### config.mk
export PLATFORM = sky130hd
export DESIGN_NAME = sdram_seq_ctrl
export DESIGN_NICKNAME = d
export VERILOG_FILES = /design/src/rtl/sdram_seq_pkg.sv /design/src/rtl/sdram_refresh_timer.sv /design/src/rtl/sdram_read_capture.sv /design/src/rtl/sdram_seq_ctrl.sv
export SDC_FILE = /design/constraint.sdc
export NUM_CORES = 1
export LEC_CHECK = 0
export ABC_AREA = 0
export BUFFER_PORTS_ARGS = -buffer_cell sky130_fd_sc_hd__buf_4
export CORE_UTILIZATION = 35
export DETAILED_ROUTE_END_ITERATION = 10
export GPL_TIMING_DRIVEN = 0
export PLACE_DENSITY = 0.55
export SYNTH_ARGS = -nofsm -noshare
export SYNTH_HDL_FRONTEND = slang
export SYNTH_HIERARCHICAL = 1
export SYNTH_SLANG_ARGS = --single-unit
### constraint.sdc
create_clock -name clk -period 2.4 [get_ports clk]
set_input_delay 0 -clock clk [delete_from_list [all_inputs] [get_ports clk]]
set_output_delay 0 -clock clk [all_outputs]
set_load 0.03 [all_outputs]
### src/rtl/sdram_seq_pkg.sv
package sdram_seq_pkg;

    // Sequencer states
    typedef enum logic [3:0] {
        ST_POWERUP,
        ST_PRE_ALL,
        ST_INIT_REF_A,
        ST_INIT_REF_B,
        ST_LOAD_MODE,
        ST_IDLE,
        ST_AUTO_REF,
        ST_ACTIVATE,
        ST_ACCESS,
        ST_WAIT
    } seq_state_t;

    // Command code on {cs_n, ras_n, cas_n, we_n}
    typedef enum logic [3:0] {
        CMD_MRS = 4'b0000,
        CMD_REF = 4'b0001,
        CMD_PRE = 4'b0010,
        CMD_ACT = 4'b0011,
        CMD_WR  = 4'b0100,
        CMD_RD  = 4'b0101,
        CMD_NOP = 4'b0111
    } sd_cmd_t;

endpackage

### src/rtl/sdram_refresh_timer.sv
module sdram_refresh_timer #(
    parameter int REFI_CYCLES = 3900,
    localparam int CNT_W = $clog2(REFI_CYCLES + 1)
) (
    input  logic clk,
    input  logic rst_n,
    input  logic enable,
    input  logic ack,
    output logic pending
);
    logic [CNT_W-1:0] cnt;

    always_ff @(posedge clk) begin
        if (!rst_n) begin
            cnt     <= '0;
            pending <= 1'b0;
        end else begin
            if (ack)
                pending <= 1'b0;
            if (!enable) begin
                cnt <= '0;
            end else if (cnt == CNT_W'(REFI_CYCLES - 1)) begin
                cnt     <= '0;
                pending <= 1'b1;
            end else begin
                cnt <= cnt + 1'b1;
            end
        end
    end
endmodule

### src/rtl/sdram_read_capture.sv
module sdram_read_capture #(
    parameter int DW     = 16,
    parameter int MAX_CL = 3
) (
    input  logic          clk,
    input  logic          rst_n,
    input  logic          issue_rd,
    input  logic          cl3,
    input  logic [DW-1:0] dq_in,
    output logic          rd_valid,
    output logic [DW-1:0] rd_data
);
    logic [MAX_CL-1:0] pipe;
    logic              tap;

    // pipe[k] is high in the cycle after the (k)-th edge past the READ edge
    assign tap = cl3 ? pipe[2] : pipe[1];

    always_ff @(posedge clk) begin
        if (!rst_n) begin
            pipe     <= '0;
            rd_valid <= 1'b0;
            rd_data  <= '0;
        end else begin
            pipe     <= {pipe[MAX_CL-2:0], issue_rd};
            rd_valid <= tap;
            if (tap)
                rd_data <= dq_in;
        end
    end
endmodule

### src/rtl/sdram_seq_ctrl.sv
module sdram_seq_ctrl
    import sdram_seq_pkg::*;
#(
    parameter int DW          = 16,
    parameter int BANK_W      = 2,
    parameter int ROW_W       = 12,
    parameter int COL_W       = 9,
    parameter int A_W         = 12,
    parameter int INIT_CYCLES = 50000,
    parameter int REFI_CYCLES = 3900,
    parameter int T_RCD       = 3,
    parameter int T_RP        = 3,
    parameter int T_RC        = 9,
    parameter int T_WR        = 2,
    parameter int T_MRD       = 2,
    localparam int ADDR_W     = BANK_W + ROW_W + COL_W
) (
    input  logic              clk,
    input  logic              rst_n,
    input  logic              cl3_sel,
    input  logic              req_valid,
    input  logic              req_write,
    input  logic [ADDR_W-1:0] req_addr,
    input  logic [DW-1:0]     req_wdata,
    output logic              req_ready,
    output logic              rd_valid,
    output logic [DW-1:0]     rd_data,
    output logic              init_done,
    output logic              sd_cke,
    output logic              sd_cs_n,
    output logic              sd_ras_n,
    output logic              sd_cas_n,
    output logic              sd_we_n,
    output logic [BANK_W-1:0] sd_ba,
    output logic [A_W-1:0]    sd_a,
    output logic [DW-1:0]     sd_dq_out,
    output logic              sd_dq_oe,
    input  logic [DW-1:0]     sd_dq_in
);
    localparam int WAIT_W  = $clog2(INIT_CYCLES + T_RC + T_WR + T_RP + 8);
    localparam int WR_POST = T_WR + T_RP;
    localparam int RC_POST = T_RC - T_RCD;

    seq_state_t          state, ret_state;
    logic [WAIT_W-1:0]   wait_cnt, post_len;
    logic                cl3_q, init_q, ref_pending, ref_ack;
    logic                lat_write;
    logic [BANK_W-1:0]   lat_bank;
    logic [ROW_W-1:0]    lat_row;
    logic [COL_W-1:0]    lat_col;
    logic [DW-1:0]       lat_wdata;
    sd_cmd_t             cmd;

    // Recovery after the column command: data path, precharge and row cycle
    always_comb begin
        if (lat_write)
            post_len = WAIT_W'(WR_POST);
        else if (cl3_q)
            post_len = WAIT_W'(T_RP + 3);
        else
            post_len = WAIT_W'(T_RP + 2);
        if (post_len < WAIT_W'(RC_POST))
            post_len = WAIT_W'(RC_POST);
    end

    // State register
    always_ff @(posedge clk) begin
        if (!rst_n) begin
            state     <= ST_POWERUP;
            ret_state <= ST_IDLE;
            wait_cnt  <= WAIT_W'(INIT_CYCLES - 1);
            cl3_q     <= 1'b0;
            init_q    <= 1'b0;
            lat_write <= 1'b0;
            lat_bank  <= '0;
            lat_row   <= '0;
            lat_col   <= '0;
            lat_wdata <= '0;
        end else begin
            unique case (state)
                ST_POWERUP: begin
                    if (wait_cnt == '0) state <= ST_PRE_ALL;
                    else                wait_cnt <= wait_cnt - 1'b1;
                end
                ST_PRE_ALL: begin
                    state     <= ST_WAIT;
                    ret_state <= ST_INIT_REF_A;
                    wait_cnt  <= WAIT_W'(T_RP - 2);
                end
                ST_INIT_REF_A: begin
                    state     <= ST_WAIT;
                    ret_state <= ST_INIT_REF_B;
                    wait_cnt  <= WAIT_W'(T_RC - 2);
                end
                ST_INIT_REF_B: begin
                    state     <= ST_WAIT;
                    ret_state <= ST_LOAD_MODE;
                    wait_cnt  <= WAIT_W'(T_RC - 2);
                end
                ST_LOAD_MODE: begin
                    cl3_q     <= cl3_sel;
                    init_q    <= 1'b1;
                    state     <= ST_WAIT;
                    ret_state <= ST_IDLE;
                    wait_cnt  <= WAIT_W'(T_MRD - 2);
                end
                ST_IDLE: begin
                    if (ref_pending) begin
                        state <= ST_AUTO_REF;
                    end else if (req_valid) begin
                        lat_write <= req_write;
                        lat_bank  <= req_addr[ADDR_W-1 -: BANK_W];
                        lat_row   <= req_addr[COL_W +: ROW_W];
                        lat_col   <= req_addr[COL_W-1:0];
                        lat_wdata <= req_wdata;
                        state     <= ST_ACTIVATE;
                    end
                end
                ST_AUTO_REF: begin
                    state     <= ST_WAIT;
                    ret_state <= ST_IDLE;
                    wait_cnt  <= WAIT_W'(T_RC - 2);
                end
                ST_ACTIVATE: begin
                    state     <= ST_WAIT;
                    ret_state <= ST_ACCESS;
                    wait_cnt  <= WAIT_W'(T_RCD - 2);
                end
                ST_ACCESS: begin
                    state     <= ST_WAIT;
                    ret_state <= ST_IDLE;
                    wait_cnt  <= post_len - WAIT_W'(2);
                end
                ST_WAIT: begin
                    if (wait_cnt == '0) state <= ret_state;
                    else                wait_cnt <= wait_cnt - 1'b1;
                end
            endcase
        end
    end

    // Outputs decoded from the state
    always_comb begin
        cmd       = CMD_NOP;
        sd_ba     = '0;
        sd_a      = '0;
        sd_dq_oe  = 1'b0;
        sd_dq_out = '0;
        unique case (state)
            ST_PRE_ALL: begin
                cmd      = CMD_PRE;
                sd_a[10] = 1'b1;
            end
            ST_INIT_REF_A, ST_INIT_REF_B, ST_AUTO_REF: cmd = CMD_REF;
            ST_LOAD_MODE: begin
                cmd       = CMD_MRS;
                sd_a[6:4] = cl3_sel ? 3'b011 : 3'b010;
            end
            ST_ACTIVATE: begin
                cmd                = CMD_ACT;
                sd_ba              = lat_bank;
                sd_a[ROW_W-1:0]    = lat_row;
            end
            ST_ACCESS: begin
                cmd                = lat_write ? CMD_WR : CMD_RD;
                sd_ba              = lat_bank;
                sd_a[COL_W-1:0]    = lat_col;
                sd_a[10]           = 1'b1;
                sd_dq_oe           = lat_write;
                sd_dq_out          = lat_write ? lat_wdata : '0;
            end
            default: ;
        endcase
    end

    assign {sd_cs_n, sd_ras_n, sd_cas_n, sd_we_n} = cmd;
    assign sd_cke    = 1'b1;
    assign init_done = init_q;
    assign req_ready = (state == ST_IDLE) && !ref_pending && req_valid;
    assign ref_ack   = (state == ST_AUTO_REF);

    sdram_refresh_timer #(
        .REFI_CYCLES(REFI_CYCLES)
    ) refresh_i (
        .clk    (clk),
        .rst_n  (rst_n),
        .enable (init_q),
        .ack    (ref_ack),
        .pending(ref_pending)
    );

    sdram_read_capture #(
        .DW    (DW),
        .MAX_CL(3)
    ) capture_i (
        .clk     (clk),
        .rst_n   (rst_n),
        .issue_rd((state == ST_ACCESS) && !lat_write),
        .cl3     (cl3_q),
        .dq_in   (sd_dq_in),
        .rd_valid(rd_valid),
        .rd_data (rd_data)
    );
endmodule

### Word level (Yosys, flattened, before mapping)

Cells that the tools add are included.

| storage, ports and cells | value |
|---|---|
| register bits after elaboration | 99 |
| bits in latches | 0 |
| RAM bits | 0 |
| bits in read-only memories | 0 |
| bits of input ports | 60 |
| word-level logic and storage cells | 84 |
| memories kept | 0 |

| operators by class | value |
|---|---|
| add/sub/neg operators | 3 |
| multiply operators | 0 |
| divide/modulo/power cells | 0 |
| $lt $le $gt $ge | 1 |
| eq/ne operators | 14 |
| shift operators | 0 |
| mux-type cells | 28 |
| bitwise gates (word level) | 3 |
| reductions and logical operators | 20 |

Operators by type and width:

| kind | number |
|---|---|
| 16-bit case mux with 5 select lines | 1 |
| 16-bit 2-to-1 mux | 4 |
| 4-bit case mux with 5 select lines | 1 |
| 4-bit by 3-bit equality test with 1-bit output (second input constant) | 4 |
| 16-bit logical NOT | 1 |
| 16-bit by 3-bit < comparator with 1-bit output (second input constant) | 1 |
| 4-bit 2-to-1 mux | 4 |
| 4-bit case mux with 4 select lines | 1 |
| 16-bit by 1-bit subtractor with 16-bit output (second input constant) | 1 |
| 16-bit by 2-bit subtractor with 16-bit output (second input constant) | 1 |
| 3-bit case mux with 5 select lines | 1 |
| 12-bit by 1-bit adder with 12-bit output (second input constant) | 1 |
| 12-bit equality test (second input constant) | 1 |
| 5-bit nonzero test | 2 |
| 1-bit 2-to-1 mux | 9 |
| 3-bit case mux with 3 select lines | 1 |
| 3-bit OR reduction | 3 |
| 4-bit by 2-bit equality test with 1-bit output (second input constant) | 2 |
| 4-bit equality test (second input constant) | 2 |
| 4-bit case mux with 2 select lines | 1 |
| 2-bit OR reduction | 4 |
| 7-bit OR reduction | 1 |
| 2-bit 2-to-1 mux | 3 |
| 2-bit != test (second input constant) | 3 |
| other kinds (10) | 16 |

### Depth between registers and ports, before layout

Gate-level depths: netlist of run 1.

| logic depth | value |
|---|---|
| word-level depth | 6 |
| gate-level depth with buffers | 8 |
| gate-level depth less buffers | 7 |

### Hierarchy

The synthesis of run 1 kept the hierarchy.

By module, submodules not included:

| module | times used | cells each | area each (um2) |
|---|---|---|---|
| sdram_seq_ctrl | 1 | 442 | 3323.2 |
| sdram_read_capture | 1 | 78 | 767.0 |
| sdram_refresh_timer | 1 | 65 | 614.3 |

### Worst setup path after synthesis of run 1

No wires, ideal clock.

| timing path | value |
|---|---|
| path type | register to register |
| from | register wait_cnt[0] |
| to | register wait_cnt[2] |
| library setup time | 0.122 ns |
| arrival | 1.806 ns |
| setup slack | 0.472 ns |
| stages on the path, launching flop included | 7 |
| buffers on the path | 0 |
| clock period less this slack | 1.928 ns |
| cells stage by stage | dfxtp_1 > inv_1 > ha_1 > nor4b_1 > nand4_2 > or3_1 > a221o_1 |

| on the way | value |
|---|---|
| cells in the longest elaborated chain, start to end | 3 |
| elaborated cells on any way between the ends | 6 |

Ends and longest elaborated chain:

| item | RTL line | source |
|---|---|---|
| from (decl) | sdram_seq_ctrl.sv:45 | `logic [WAIT_W-1:0] wait_cnt, post_len;` |
| from (signal assigned) | sdram_seq_ctrl.sv:71 | `wait_cnt <= WAIT_W'(INIT_CYCLES - 1);` |
| from (signal assigned) | sdram_seq_ctrl.sv:83 | `else wait_cnt <= wait_cnt - 1'b1;` |
| from (signal assigned) | sdram_seq_ctrl.sv:88 | `wait_cnt <= WAIT_W'(T_RP - 2);` |
| 16-bit by 1-bit subtractor with 16-bit output / 16-bit logical NOT (equally long branches) | - |  |
| 16-bit 2-to-1 mux / 2-bit != test (equally long branches) | - |  |
| 16-bit case mux with 5 select lines / 2-bit AND reduction (equally long branches) | - |  |

Parallel ways exist; a longest one is shown, timed or not. The select of a mux whose other input is x is not followed.
A chain may end at the register's enable or synchronous reset.

### Worst setup path in the final report of run 1

| timing path | value |
|---|---|
| from | register state[0] |
| to | output sd_a[2] |

| on the way | value |
|---|---|
| cells in the longest elaborated chain, start to end | 2 |
| elaborated cells on any way between the ends | 3 |

Ends and longest elaborated chain:

| item | RTL line | source |
|---|---|---|
| from (decl) | sdram_seq_ctrl.sv:44 | `seq_state_t state, ret_state;` |
| from (signal assigned) | sdram_seq_ctrl.sv:135 | `if (wait_cnt == '0) state <= ret_state;` |
| 4-bit equality test / 4-bit by 3-bit equality test with 1-bit output (equally long branches) | sdram_seq_ctrl.sv:149 | `unique case (state)` |
| 4-bit case mux with 2 select lines * | sdram_seq_ctrl.sv:149 |  |
| to (decl) | sdram_seq_ctrl.sv:35 | `output logic [A_W-1:0] sd_a,` |

Every way passes the cells marked *; elsewhere a longest branch is shown, timed or not.

==> summary.txt, run 1 <==
Outcome = completed
FP Rows = 41
Max VDD drop = 446.8 µV
Clk pwr share = 36.2%
LEAKAGE = 0.002708 µW
Type of origin of the critical path = flip-flop
Grt ovf = 0
Hold/Removal Path Class = flip-flop to flip-flop
Critical path, cell by cell = clkbuf_1, or3b_2, nor2_4, clkbuf_4, a22o_1, buf_4
Vias/cell = 5.033
P&R area growth vs syn = 41.68%
Synth Cell Area = 4705 µm²
Place WS = 60.38 ps
Slowest CP cell = or3b_2
Post-synth ARST share = 0%
CORE AREA = 12880 µm²
Fraction of layout cells with a size suffix above 1 = 21.71%
Wire per inst = 14.39 µm
Ys Warns = 6
Crit path capture = sd_a[2]
Switching share of total power = 26.97%
Post-synth top flop = dfxtp_1
Total track usage = 20.05%
Share of power burned in registers = 47.8%
Comb power frac = 16.0%
Final WS setup = 189.4 ps
PwrDens = 549.8 nW/µm²
RD Place Congestion = 0.9197
Endpoints failing setup = 0
CTS max path bufs = 2
Root Driver = clkbuf_16
Vias in the first global route = 4689
Psw = 988.2 µW
Reg2reg start = state[0]$_SDFFE_PN0P_
Final WL = 13610 µm
Avg Cell Area, Syn = 8.042 µm²
RSZ-0062 raised after global routing = no
CP top delay family = simple AND/OR/NAND/NOR gates
Die height = 117.9 µm
Crit path kind = flip-flop to output pin
Placed wire-length estimate = 9358 µm
Max Clk Rate = 452.4 MHz
Post-synth EDFFs = 0
Antenna viol nets, final = 0
Max-slew headroom = 56.05%
Die extent in x = 117.9 µm
Crit path depth = 6
Die area = 13910 µm²
Fin nets = 831
Critical Path Max Stage Delay = 550 ps
I/O Buffers = 112
Initial Utilization = 36.54%
Reg2Reg Depth = 6
Tcrit/Tclk final = 92.11%
CTS tree = yes
Via count = 4761
Initial antenna violation count = 0
# placed instances = 869
Maxcap violations = 0
Syn Inst Count = 585
Worst hold margin = 437.9 ps
Largest net degree at the start of global routing = 16
Total CTS buffers = 9
Syn nets = 647
Least-Margin Pin Slew = 653.2 ps
Distinct cells, synth = 66
Iter 0 DRT Violations = 196
Post-Layout Cell Count = 946
Critical Path Start = state[0]$_SDFFE_PN0P_
Worst-path clk slew = 70 ps
RR Endpoint = wait_cnt[8]$_SDFFE_PN1P_
# clock sinks = 99
Setup_tns = 0 ps
First-pass GRT wire length = 22650 µm
Crit. End Element = output pin
Worst path bufs/invs = 3
Inserted Diodes = 0
CTS H-tree lvls = 3
Residual DRC count = 0
Fin crit period = 2211 ps
Clock latency at the later pin of the worst-skew pair = 350 ps
I/O Pins = 115
Final Skew = 7.624 ps
First drt pass iteration count = 5
WP data required = 2400 ps
Post-layout util = 51.76%
Reg-to-reg slack, setup = 260 ps
Fin. Hold Viols = 0
Internal = 2677 µW
CP arrival = 2210 ps
Max-slew violation count = 0
Synthesis-stage register bit count = 99
Sequential fraction of the synthesis area = 42.13%
CP max FO = 10
-- registers in the layout (all words and copies together), names as in the netlist, 2 cells and up --
| signal | flops |
|---|---|
| capture_i/rd_data | 16 |
| ret_state | 4 |
| wait_cnt | 16 |
| lat_row | 12 |
| lat_wdata | 16 |
| refresh_i/cnt | 12 |
| state | 4 |
| lat_col | 9 |
| capture_i/pipe | 3 |
| lat_bank | 2 |
-- cell families (layout without fill, tap and decap cells) --
logic type	Yosys count	in the layout	synth area share, %
mux	20	20	4.521
fa+ha+maj	2	2	0.5318
buf+inv	51	240	5.213
other cells	2	2	0.1596
simple gates	279	279	29.10
compound gates	120	120	16.12
xor+xnor	12	12	2.234
flops	99	99	42.13
-- what timing repair did --
| action | in CTS | in global routing |
|---|---|---|
| setup endpoints to repair | 20 | 18 |
| hold buffers | 59 | 0 |
| buffers inserted | 0 | 3 |
| pin swaps | 0 | 1 |
| gates resized for setup | 4 | 10 |
| gates cloned | 0 | 0 |
| endpoints found under the hold margin | 61 | 0 |
-- worst reg2reg max path, delay by kind of cell, from the launching register on --
kind          cells  cell delay, ps
buf+inv           1             340
flops             1             400
simple gates      5            1250
-- power groups by stage --
stage               combinational (µW)  sequential [µW]  clock [µW]
floorplan                          302             1780           0
global placement                   491             1790           0
detailed placement                 497             1790           0
CTS                                577             1750        1380
global route                       637             1760        1440
finish                             587             1750        1330
-- synth_stat cells (all sizes together), types with 3 or more instances --
cell type,number,share of area [%]
nor2b,7,0.93
o21a,3,0.48
mux2i,20,4.5
and2,22,2.9
nand2,137,11
or4,3,0.48
a2111oi,3,0.56
or3,6,0.80
nor3,11,1.4
clkbuf,28,2.2
buf,12,2.1
nand4,8,1.5
a22o,8,1.5
dfxtp,99,42
inv,11,0.88
o21ai,16,1.7
and3,7,0.93
nor4,5,1.1
nand3,15,1.7
xor2,4,0.74
o211ai,5,0.80
nor2,47,3.9
xnor2,8,1.5
a31oi,6,0.80
a21oi,58,6.2
o311ai,3,0.56
-- through the flow --
stage	total power [µW]	cell area [µm²]
finish	3665	6665
global route	3838	6665
CTS	3703	6618
detailed placement	2284	5761
global placement	2276	5761
floorplan	2087	4705
-- routing by layer --
layer | global-route usage, % | vias up | wire length (µm)
li1 | - | 2381 | -
met1 | 24.01 | 2212 | 6123
met4 | 8.013 | 0 | 285
met3 | 6.831 | 22 | 849
met2 | 32.72 | 146 | 6354
met5 | 0 | - | 0
-- cell type report --
type                       count  area (µm²)
fill                        1227        6211
sequential                    99        1983
inverter                      11       41.29
timing repair buffer         174        1454
clock buffer                  12       236.5
tap                          172       215.2
clock inverter                 4       27.53
buffer                        39       209.0
multi-input combinational    435        2499
-- worst min path at each step --
stage          slack [ps]  depth (start not counted)                    startpoint                      endpoint
6_report              440                          1  capture_i/pipe[0]$_SDFF_PN0_  capture_i/pipe[1]$_SDFF_PN0_
5_1_grt               450                          4                   req_addr[6]       lat_col[6]$_SDFFE_PN0P_
4_1_cts               420                          4                 req_wdata[13]    lat_wdata[13]$_SDFFE_PN0P_
3_5_place_dp          260                          3                   req_addr[9]       lat_row[0]$_SDFFE_PN0P_
3_3_place_gp          250                          3                       cl3_sel            cl3_q$_SDFFE_PN0P_
2_1_floorplan         140                          2                  req_addr[19]      lat_row[10]$_SDFFE_PN0P_
-- placed cells by master, fill, tap and decap left out, types with 3 or more instances in the layout --
| master | instances |
|---|---|
| nor4_2 | 3 |
| buf_4 | 117 |
| dfxtp_1 | 98 |
| a21oi_1 | 58 |
| nor2b_1 | 7 |
| a31oi_1 | 6 |
| buf_2 | 5 |
| clkinvlp_4 | 3 |
| clkbuf_16 | 9 |
| and2_1 | 22 |
| inv_1 | 9 |
| o211ai_1 | 5 |
| o21ai_0 | 12 |
| xnor2_1 | 8 |
| a2111oi_0 | 3 |
| nor3_1 | 8 |
| nand4_1 | 6 |
| nand2_1 | 137 |
| clkbuf_2 | 5 |
| o21ai_1 | 4 |
| buf_6 | 3 |
| nor2_1 | 44 |
| mux2i_1 | 19 |
| or4_1 | 3 |
| or3_1 | 6 |
| nand3_1 | 14 |
| dlygate4sd3_1 | 59 |
| o21a_1 | 3 |
| a22o_1 | 8 |
| and3_1 | 7 |
| clkbuf_1 | 25 |
| nor3_2 | 3 |
| xor2_1 | 4 |
Power figures use the tool's default switching activity.
==> run 2: changes to the inputs <==
--- a/config.mk
+++ b/config.mk
@@ -5,7 +5,7 @@
 export SDC_FILE = /design/constraint.sdc
 export NUM_CORES = 1
 export LEC_CHECK = 0
-export ABC_AREA = 0
+export ABC_AREA = 1
 export BUFFER_PORTS_ARGS = -buffer_cell sky130_fd_sc_hd__buf_4
 export CORE_UTILIZATION = 35
 export DETAILED_ROUTE_END_ITERATION = 10
==> constraint.sdc (replaced) <==
create_clock -name clk -period 2.45 [get_ports clk]
set_input_delay 0 -clock clk [delete_from_list [all_inputs] [get_ports clk]]
set_output_delay 0 -clock clk [all_outputs]
set_load 0.03 [all_outputs]
==> run 2 against run 1 <==
Clock-buffer cell count up 1; sequential power down 7%; synthesized cell count increased by 21%; synthesized area grew 1.1%; critical path depth increased by 1; clock skew is 1.6 ps lower.
==> summary.txt, run 2 <==
Setup Buffers After CTS = 0
Root Driver = clkbuf_16
Ys Warns = 6
Crit path kind = flip-flop to output pin
Commonest non-fill, non-tap cell in the layout = nand2_1
Worst-path clk slew = 70 ps
Critical Path Start = state[0]$_SDFFE_PN0P_
CTS tree = yes
Initial antenna violation count = 0
Crit path capture = sd_dq_out[11]
I/O Pins = 115
RSZ-0062 raised after global routing = no
Synth Area in Compound Gates = 13.74%
Final Skew = 6.062 ps
Maxcap violations = 0
Post-Layout Cell Count = 1067
LEAKAGE = 0.002956 µW
CP max FO = 10
Most common cell in the netlist = nand2_1
Reg2Reg Depth = 8
Residual DRC count = 0
FP Rows = 42
Sequential fraction of the synthesis area = 41.68%
Antenna viol nets, final = 0
Avg Cell Area, Syn = 6.735 µm²
# placed instances = 994
Synth Cell Area = 4755 µm²
WP data required = 2450 ps
Vias/cell = 4.553
Total track usage = 19.15%
Fraction of layout cells with a size suffix above 1 = 19.08%
Die area = 14050 µm²
PwrDens = 496.8 nW/µm²
CORE AREA = 13240 µm²
Max-slew violation count = 0
Reg-to-reg slack, setup = 690 ps
Fin crit period = 2124 ps
RD Place Congestion = 0.8805
Syn nets = 768
Iter 0 DRT Violations = 271
CP arrival = 2120 ps
Worst hold start = req_valid
CTS H-tree lvls = 3
Die height = 118.6 µm
Tcrit/Tclk final = 86.68%
Largest cells by area after synthesis = dfxtp_1 42%, nand2_1 10%, inv_1 9.2%
Post-synth top flop = dfxtp_1
Post-synth ARST share = 0%
Top Registers = capture_i/rd_data x16, lat_wdata x16, wait_cnt x16
Endpoints failing setup = 0
Largest net degree at the start of global routing = 16
Wire per inst = 12.02 µm
Vias in the first global route = 4726
Max-slew headroom = 62.11%
Distinct cells, synth = 41
Largest family of logic cells by synthesized area = simple AND/OR/NAND/NOR gates
XOR/XNOR Fraction of Synth Area = 1.105%
Grt ovf = 0
RR Endpoint = lat_col[8]$_SDFFE_PN0P_
Via count = 4858
Initial Utilization = 35.90%
Syn Inst Count = 706
Layout Cell Area excl Fill = 6700 µm²
Synth Area in Adders = 0.5263%
Placed cell areas = 5816 µm²
Fin. Hold Viols = 0
Largest area contributor in the synthesized netlist = dfxtp_1
CTS max path bufs = 2
First drt pass iteration count = 5
Synthesis-stage register bit count = 99
Max Clk Rate = 470.9 MHz
Commonest cells post-synth = 128 x nand2_1, 117 x inv_1, 112 x nor2_1, 99 x dfxtp_1, 55 x a21oi_1
Max VDD drop = 349.1 µV
Outcome = completed
Post-synth EDFFs = 0
Synth Area in Simple Gates = 29.95%
Final WL = 12830 µm
Clock latency at the later pin of the worst-skew pair = 350 ps
Total CTS buffers = 9
Hold/Removal Path Class = primary input to flip-flop
Post-CTS sizing = 0
# clock sinks = 99
Least-Margin Pin Slew = 568.4 ps
I/O Buffers = 112
P&R area growth vs syn = 40.92%
Inserted Diodes = 0
Post-synthesis mux area share = 0%
Placed wire-length estimate = 9068 µm
Synth top area share = 41.68%
Most frequent cells in the layout = 128 x nand2_1, 117 x inv_1, 117 x buf_4
Type of origin of the critical path = flip-flop
First-pass GRT wire length = 21690 µm
Die extent in x = 118.6 µm
Crit. End Element = output pin
Reg2reg start = state[1]$_SDFFE_PN0P_
Setup_tns = 0 ps
Fin nets = 948
## run 2: through the flow
step	hold WS (ps)	total power, µW	setup slack, ps	utilization, %
2_1_floorplan	150.3	1714	536.8	-
5_1_grt	23.51	3459	106.2	50.60
3_3_place_gp	280.1	1802	767.5	43.92
6_report	21.38	3329	326.4	50.60
4_1_cts	7.991	3366	338.2	50.60
3_5_place_dp	286.3	1804	741.7	43.92
## run 2: per-layer routing
| layer | part of all wire, % | routed length [µm] | track usage [%] |
|---|---|---|---|
| met5 | 0 | 0 | 0 |
| met4 | 1.5 | 197 | 6.408 |
| met3 | 5.7 | 732 | 5.888 |
| met2 | 48 | 6211 | 32.49 |
| met1 | 44 | 5689 | 22.86 |
## run 2: cell type report
cell class | instances | area, µm²
Clock inverter | 3 | 43.79
Inverter | 122 | 457.9
Tap cell | 176 | 220.2
Multi-Input combinational cell | 457 | 2162
Buffer | 28 | 152.6
Fill cell | 1307 | 6543
Clock buffer | 13 | 270.3
Timing Repair Buffer | 169 | 1411
Sequential cell | 99 | 1982
## run 2: worst min path at each step
stage | end | cells past startpoint
after floorplan | refresh_i/pending$_SDFF_PN0_ | 2
after global placement | lat_bank[0]$_SDFFE_PN0P_ | 3
after detailed placement | lat_row[11]$_SDFFE_PN0P_ | 3
after CTS | state[2]$_SDFFE_PN0P_ | 4
after global routing | cl3_q$_SDFFE_PN0P_ | 3
final | state[2]$_SDFFE_PN0P_ | 4
## run 2: what timing repair did
item                                    in CTS  in global routing
hold buffers                                57                  0
hold endpoints to repair                    57                  0
endpoints found under the setup margin       0                  0
## run 2: logic make-up (layout without fill, tap and decap cells)
group / Yosys count / count (layout)
AND/OR/NAND/NOR: 325 / 325
buffers and inverters: 150 / 335
AO/OA/AOI/OAI: 122 / 122
flip-flops: 99 / 99
XOR/XNOR: 6 / 6
adder cells (fa/ha/maj): 2 / 2
other: 2 / 2
## run 2: worst max-delay path: stages, from the launching register on
cell and delay (ps):
dfxtp_1 370, nor2_1 260, nand2_1 250, nor2_1 310, inv_2 120, buf_2 200, nor2_1 110, buf_4 170
## run 2: report_power, final
group          internal (µW)  switching, µW
clock network            878            608
registers               1610           4.13
logic                    142           83.6
==> run 3: changes to the inputs <==
--- a/config.mk
+++ b/config.mk
@@ -5,7 +5,7 @@
 export SDC_FILE = /design/constraint.sdc
 export NUM_CORES = 1
 export LEC_CHECK = 0
-export ABC_AREA = 1
+export ABC_AREA = 0
 export BUFFER_PORTS_ARGS = -buffer_cell sky130_fd_sc_hd__buf_4
 export CORE_UTILIZATION = 35
 export DETAILED_ROUTE_END_ITERATION = 10
==> run 3 against run 2 <==
Cell area shrank 0.86%; flip-flop and latch count is the same; setup slack lost 190 ps; fmax shrank 8.3%; clock power shrank 13%; clock-buffer cell count shrank 1; combinational power grew to 2.5 times the previous value; largest cell class unchanged; highest routed layer unchanged; core utilization grew 0.99 points.
==> summary.txt, run 3 (synthesized netlist as in run 1, its figures left out) <==
Die extent in x = 117.9 µm
Inserted Diodes = 0
Tcrit/Tclk final = 94.54%
RR Endpoint = wait_cnt[11]$_SDFFE_PN0P_
Type of origin of the critical path = flip-flop
Die height = 117.9 µm
Maxcap violations = 0
Post-Layout Cell Count = 946
Placed cell areas = 5761 µm²
Die area = 13910 µm²
Hold Crit Depth = 1
Reg-to-reg slack, setup = 250 ps
Wire per inst = 14.38 µm
CTS max path bufs = 2
PwrDens = 540.3 nW/µm²
Slowest CP cell = or3b_2
Iter 0 DRT Violations = 233
Final Skew = 7.381 ps
Endpoints failing setup = 0
Place WS = 110.4 ps
Vias/cell = 5.034
Final WS setup = 133.8 ps
Placed wire-length estimate = 9358 µm
Worst Hold End = capture_i/pipe[1]$_SDFF_PN0_
Fraction of layout cells with a size suffix above 1 = 21.19%
Worst hold margin = 438.0 ps
Residual DRC count = 0
Layout Cell Area excl Fill = 6643 µm²
Commonest non-fill, non-tap cell in the layout = nand2_1
FP Rows = 41
Initial Utilization = 36.54%
CTS tree = yes
Worst hold start = capture_i/pipe[0]$_SDFF_PN0_
Vias in the first global route = 4698
I/O Buffers = 112
Antenna viol nets, final = 0
Critical Path Max Stage Delay = 530 ps
Fin crit period = 2316 ps
Max-slew headroom = 55.31%
Root Driver = clkbuf_16
Max Clk Rate = 431.7 MHz
First drt pass iteration count = 5
LEAKAGE = 0.002704 µW
Outcome = completed
Total track usage = 20.03%
Crit. End Element = output pin
# clock sinks = 99
WP data required = 2450 ps
Largest net degree at the start of global routing = 16
Reg2reg start = wait_cnt[0]$_SDFFE_PN1P_
Total power = 3589 µW
Top Registers = capture_i/rd_data x16, lat_wdata x16, wait_cnt x16
CP max FO = 10
Critical path, cell by cell = clkbuf_1, or3b_2, nor2_2, buf_2, a22o_1, buf_4
Max-slew violation count = 0
Clock latency at the later pin of the worst-skew pair = 350 ps
Hold/Removal Path Class = flip-flop to flip-flop
CORE AREA = 12880 µm²
Least-Margin Pin Slew = 664.2 ps
Max VDD drop = 438.1 µV
CTS H-tree lvls = 3
Fin nets = 831
I/O Pins = 115
Via count = 4762
Worst-path clk slew = 70 ps
Crit path kind = flip-flop to output pin
CP arrival = 2320 ps
Most frequent cells in the layout = 137 x nand2_1, 117 x buf_4, 98 x dfxtp_1
P&R area growth vs syn = 41.20%
Initial antenna violation count = 0
Fin. Hold Viols = 0
# placed instances = 869
Final WL = 13600 µm
Grt ovf = 0
Reg2Reg Depth = 8
RSZ-0062 raised after global routing = no
Critical Path Start = state[0]$_SDFFE_PN0P_
RD Place Congestion = 0.9197
Total CTS buffers = 9
First-pass GRT wire length = 22650 µm
run 3: cell count changes in the layout (fill, tap and decap cells not counted), moves of 6 or more:
cell      before  now
a22o_1         0    8
inv_1        117    9
nor3_1         1    9
nand2_1      128  137
mux2i_1        0   19
nor2b_1        0    7
and2_1         0   22
xnor2_1        2    8
nor2_1       112   45
clkbuf_1      14   26
o21ai_0       46   12
nand3_1       52   14
o22ai_1        8    1
and3_1         1    7
run 3: power by group:
group / total, µW / internal (µW) / switching, µW / leakage (µW)
Sequential: 1710 / 1660 / 55.7 / 0.000801
Clock: 1300 / 688 / 614 / 0.000119
Combinational: 571 / 272 / 300 / 0.00178
Total: 3590 / 2620 / 970 / 0.00270
run 3: timing repair:
action | 4_1_cts | 5_1_grt
resized for setup | 1 | 8
hold buffers | 59 | 0
endpoints found under the setup margin | 19 | 26
buffers inserted | 0 | 3
pin swaps | 0 | 1
endpoints found under the hold margin | 61 | 0
run 3: how the worst max path moves through the flow:
stage	to	slack, ps	cells after the start
global route	sd_a[2]	5	6
floorplan	wait_cnt[2]$_SDFFE_PN1P_	520	6
finish	sd_a[2]	130	6
detailed placement	wait_cnt[5]$_SDFFE_PN0P_	110	7
CTS	sd_dq_out[6]	-10	7
global placement	wait_cnt[5]$_SDFFE_PN0P_	70	7
run 3: worst max-delay path: cells and delay by family (launching register included):
family,cells,cell delay [ps]
AND/OR/NAND/NOR,2,780
flip-flops,1,340
buffers and inverters,3,670
AO/OA/AOI/OAI,1,180
run 3: layout make-up:
type	instances	area, µm²
plain buffers	39	205.2
clock buffers	12	236.5
clock inverters	4	27.53
fillers	1226	6233
inverters	11	41.29
multi-input cells	435	2480
flip-flops and latches	99	1983
well taps	172	215.2
repair buffers	174	1454
run 3: routing by layer:
layer  wire, µm  track usage [%]  up-vias
li1           -                -     2378
met1       6030            23.78     2194
met2       6351            32.79      168
met3        933            7.025       22
met4        289            8.013        0
met5          0                0        -
run 3: through the flow:
step	utilization, %	setup TNS [ps]
floorplan	-	0
finish	51.59	0
detailed placement	44.74	0
global route	51.59	0
global placement	44.74	0
CTS	51.38	-53.87
